### src/rtl/pwrup_seq.sv
module pwrup_seq #(
  parameter int CNT_W        = 14,
  parameter int MASTER_WRAPS = 4
) (
  input  logic       clk,
  input  logic       por_i,
  input  logic       tick_i,
  input  logic [2:0] mode_pins_i,
  input  logic       pwrdn_req_i,
  output logic       io_tristate_o,
  output logic       io_pullup_o,
  output logic       pwrdn_block_o,
  output logic       pwrdn_o,
  output logic       cclk_out_o,
  output logic [2:0] mode_o,
  output logic       mode_error_o,
  output logic       init_done_o,
  output logic       init_complete_o
);

  localparam int PASS_W = (MASTER_WRAPS > 1) ? $clog2(MASTER_WRAPS) : 1;
  localparam logic [PASS_W-1:0] LAST_PASS = PASS_W'(MASTER_WRAPS - 1);
  localparam logic [2:0] MODE_NONE = 3'd7;

  logic              captured_q, complete_q, done_q, err_q, master_q, cclk_q;
  logic [2:0]        mode_q;
  logic [CNT_W-1:0]  cnt_q;
  logic [PASS_W-1:0] pass_q;

  logic [2:0] dec_mode;
  logic       dec_master, dec_cclk, dec_err;

  always_comb begin
    dec_mode   = MODE_NONE;
    dec_master = 1'b0;
    dec_cclk   = 1'b0;
    dec_err    = 1'b0;
    case (mode_pins_i)
      3'b000: begin dec_mode = 3'd0; dec_master = 1'b1; dec_cclk = 1'b1; end
      3'b001: begin dec_mode = 3'd1; dec_master = 1'b1; dec_cclk = 1'b1; end
      3'b011: begin dec_mode = 3'd2; dec_master = 1'b1; dec_cclk = 1'b1; end
      3'b100: begin dec_mode = 3'd3; dec_cclk = 1'b1; end
      3'b110: begin dec_mode = 3'd4; end
      default: dec_err = 1'b1;
    endcase
  end

  wire running   = captured_q & ~complete_q;
  wire last_wrap = master_q ? (pass_q == LAST_PASS) : 1'b1;

  always_ff @(posedge clk or posedge por_i) begin
    if (por_i) begin
      captured_q <= 1'b0;
      complete_q <= 1'b0;
      done_q     <= 1'b0;
      err_q      <= 1'b0;
      master_q   <= 1'b0;
      cclk_q     <= 1'b0;
      mode_q     <= MODE_NONE;
      cnt_q      <= '0;
      pass_q     <= '0;
    end else begin
      done_q <= 1'b0;
      if (!captured_q && tick_i) begin
        captured_q <= 1'b1;
        mode_q     <= dec_mode;
        master_q   <= dec_master;
        cclk_q     <= dec_cclk;
        err_q      <= dec_err;
      end else if (running && tick_i) begin
        cnt_q <= cnt_q + 1'b1;
        if (&cnt_q) begin
          if (last_wrap) begin
            complete_q <= 1'b1;
            done_q     <= 1'b1;
          end else begin
            pass_q <= pass_q + 1'b1;
          end
        end
      end
    end
  end

  assign io_tristate_o   = ~complete_q;
  assign io_pullup_o     = ~complete_q;
  assign pwrdn_block_o   = ~complete_q;
  assign pwrdn_o         = pwrdn_req_i & complete_q;
  assign cclk_out_o      = cclk_q;
  assign mode_o          = mode_q;
  assign mode_error_o    = err_q;
  assign init_done_o     = done_q;
  assign init_complete_o = complete_q;

  a_r9_done_single: assert property (@(posedge clk) disable iff (por_i)
    init_done_o |=> !init_done_o);
  a_r9_done_after_tick: assert property (@(posedge clk) disable iff (por_i)
    init_done_o |-> $past(tick_i));
  a_r10_complete_sticky: assert property (@(posedge clk) disable iff (por_i)
    init_complete_o |=> init_complete_o);
  a_r4_mode_held: assert property (@(posedge clk) disable iff (por_i)
    captured_q |=> $stable(mode_q) && $stable(master_q) && $stable(cclk_q));
  a_r7_single_pass: assert property (@(posedge clk) disable iff (por_i)
    !master_q |-> pass_q == '0);
  a_r6_cclk_needs_capture: assert property (@(posedge clk) disable iff (por_i)
    cclk_out_o |-> captured_q && !mode_error_o);
  a_r12_err_reserved: assert property (@(posedge clk) disable iff (por_i)
    mode_error_o |-> mode_o == MODE_NONE);

endmodule

### config.mk
export PLATFORM = sky130hd
export DESIGN_NAME = pwrup_seq
export DESIGN_NICKNAME = d
export VERILOG_FILES = /design/src/rtl/pwrup_seq.sv
export SDC_FILE = /design/constraint.sdc
export NUM_CORES = 1
export LEC_CHECK = 0
export BUFFER_PORTS_ARGS = -buffer_cell sky130_fd_sc_hd__buf_2
export CAP_MARGIN = 20
export CORE_ASPECT_RATIO = 0.6
export CORE_MARGIN = 2
export CORE_UTILIZATION = 30
export CTS_BUF_LIST = sky130_fd_sc_hd__clkbuf_16
export CTS_CLUSTER_DIAMETER = 200
export DETAILED_ROUTE_END_ITERATION = 16
export HOLD_SLACK_MARGIN = 0.03
export PLACE_DENSITY_LB_ADDON = 0.05
export SKIP_LAST_GASP = 1
export SLEW_MARGIN = 15
export SYNTH_ARGS = -nofsm -noshare
export SYNTH_HDL_FRONTEND = slang
export SYNTH_SLANG_ARGS = --single-unit
### constraint.sdc
create_clock -name clk -period 2 [get_ports clk]
set_input_delay 0.1 -clock clk [delete_from_list [all_inputs] [get_ports clk]]
set_output_delay 0.1 -clock clk [all_outputs]
set_load 0.1 [all_outputs]
==> metrics <==
TritonRoute pass-1 iters 3; gr usage total 10.9%; max_slew headroom 61.9%; Top Metal Used met4; DP Wirelength 1.71 mm; crit-path max cell delay 0.40 ns; crit path cell chain ha_1, nand3_1, nor3_4, nand4b_2, mux2_4; crit path DAT 1.74 ns; synth unique cells 32; Placer Congestion 0.704; aggregate global routing overflow 0; CTS resizes 0; Core Region 0.00372 sq mm; met2 WL post-DR 866 microns; share of layout cells above drive strength 1 30.4%; CTS tree yes; worst-margin pin slew 0.571 ns; Root Driver clkbuf_16; status finished clean; DRC violations left 0; H-tree depth 1; clk sinks 25; Period minus WS final 1.60 ns; worst reg2reg path startpoint cnt_q[0]; Final nets 135; power per cell area 821 mW/mm^2; period utilization 79.9%; VDD IR max 0.399 mV; diodes inserted 0; routed wire length per instance 13.0 microns; first-pass GRT wire length 3.59 mm; Die Wd 85.2 microns; Worst Setup EP pass_q[1]; register bit total from synthesis 25; crit path kind reg2reg; syn nets 114; Synth Cell Area 0.00119 sq mm; setup_tns 0 ns; MaxCap Viol Count 0; P_leak 0.000747 uW; Die Height 52.7 microns; clk_skew 0.00343 ns; total wire length 2.23 mm; row count 17; Achievable Freq 626 MHz; syn avg cell area 11.3 sq um; worst hold slack 0.139 ns; CP Launch Point cnt_q[0]; Syn-to-layout area delta 18.9%; post-synthesis sequential area ratio 53.0%; clk_lat worst skew 0.26 ns; Fin. Hold Viols 0; number of port buffers 17; cells after synthesis 105; largest net degree at the start of global routing 15; Routed met1 length 1.26 mm; initial antenna violation count 0; crit-path max FO 4; Clock Pin Slew Worst Setup and Hold Paths 0.07 ns; die area 0.00449 sq mm; final antenna-violating net count 0; Reg2Reg Capture Point pass_q[1]; vias per cell 4.44; final-report setup violation count 0; Reg2Reg Setup Slack 0.40 ns; critical-path cell with the highest stage delay dfrtp_1; Required @ worst endpoint 2.15 ns; Startpoint Class flip-flop; RSZ-0062 raised after global routing no; hold path startpoint tick_i; FF-to-FF path depth 5; IO Pins 18; WL met3 100 microns; yosys warns 0; via count 763; vias in the first global route 705; TritonCTS Buffers 3; Fill cells 361; clk buf depth 2; initial DRC count 27; Pins Over Slew Limit 0; initial core utilization 31.9%; worst min-delay path class in2reg; Crit. End Element flip-flop
==> worst min-delay path by stage <==
stage | depth (start not counted) | endpoint | slack (ns)
finish | 2 | captured_q | 0.14
global route | 2 | captured_q | 0.15
CTS | 2 | captured_q | 0.13
detailed placement | 2 | cnt_q[0] | 0.19
global placement | 2 | cnt_q[0] | 0.19
floorplan | 1 | captured_q | 0.13
==> worst max-delay path, delay by kind of cell, from the launching register on <==
family | cells | cell delay, ns
muxes | 1 | 0.31
and+or+nand+nor | 3 | 0.59
adders and majority gates | 1 | 0.18
DFF | 1 | 0.40
==> sequential cells by signal, indices dropped and copies added (netlist names) <==
register and cells:
cclk_out_o 1, master_q 1, mode_o 3, init_complete_o 1, cnt_q 14, mode_error_o 1
init_done_o 1, captured_q 1, pass_q 2
==> kinds of logic (layout without fill, tap and decap cells) <==
family	count (synthesis)	after routing	synth area share, %
XOR/XNOR	15	15	11.1
multiplexers	2	2	2.11
AO/OA/AOI/OAI	10	10	4.43
buffers and inverters	8	28	3.48
adder cells (fa/ha/maj)	2	2	2.11
AND/OR/NAND/NOR	43	43	23.8
flip-flops	25	25	53.0
==> area by class of cell <==
type                       instances  area, sq um  share of cell area [%]
clock inverter                     1         5.00                   0.355
tap                               47         58.8                    4.17
inverter                           5         22.5                    1.60
multi-input combinational         72          517                    36.6
sequential                        25          631                    44.7
clock buffer                       3         75.1                    5.32
timing repair buffer              19          103                    7.27
==> where the power goes <==
group,internal (uW),switching (uW),leakage (uW)
clock,269,177,0.0000409
combinational,27.9,148,0.000393
sequential,529,8.86,0.000313
total,826,333,0.000747
==> stage by stage <==
stage,instance area [sq um],util (%),power (uW),setup WS [ns],std cells
final,1410,37.9,1160,0.402,172
after global routing,1410,37.9,1220,0.279,172
after CTS,1410,37.9,1180,0.392,172
after detailed placement,1320,35.5,723,0.401,167
after global placement,1320,35.5,722,0.451,167
after floorplan,1190,-,688,0.158,105
==> placed cells by master, fill, tap and decap left out, types with 2 or more instances in the layout <==
cell type / instances
buf_2: 17
nand3_1: 4
or3_1: 2
xor2_1: 6
nand2_1: 13
nand4_1: 2
o21ai_1: 2
dfrtp_1: 21
inv_1: 4
nor2_1: 5
ha_1: 2
dfstp_2: 3
and3_1: 2
xnor2_1: 9
nand4_2: 2
nor3_2: 2
clkbuf_16: 3
o21ai_0: 6
==> per-layer routing <==
metal  vias up  global-route usage, %
met1       360                   16.0
met4         0                   3.17
met2        10                   14.1
met5         -                      0
li1        391                      -
met3         2                   4.57
==> cells in the mapped netlist <==
library cell	n	area share (%)
nand2_1	13	4.1
mux2i_1	1	0.84
or3_1	2	1.1
xor2_1	6	4.4
nand4_1	2	1.1
nand4_2	2	2.1
ha_1	2	2.1
and2_1	1	0.53
o21a_1	1	0.63
dfrtp_1	22	46
or2_1	1	0.53
a21oi_1	1	0.42
and4_1	1	0.74
nand3b_4	1	1.7
or2_2	1	0.53
nand4b_2	1	1.3
nand3_1	4	1.7
dfstp_2	3	6.6
xnor2_1	9	6.6
and3b_1	1	0.74
nand2b_2	1	0.74
nor2b_1	1	0.53
inv_1	5	1.6
mux2_4	1	1.3
and2b_4	1	0.84
o21ai_1	2	0.84
nor3_2	2	1.7
and3_1	2	1.1
o21ai_0	6	2.5
nor2_1	5	1.6
buf_4	3	1.9
nor3_4	1	1.4
==> timing repair <==
action	4_1_cts	5_1_grt
hold endpoints to repair	13	0
hold buffers	1	0
buffers inserted	0	0
setup endpoints to repair	0	0
(Power assumes the default switching activity.)
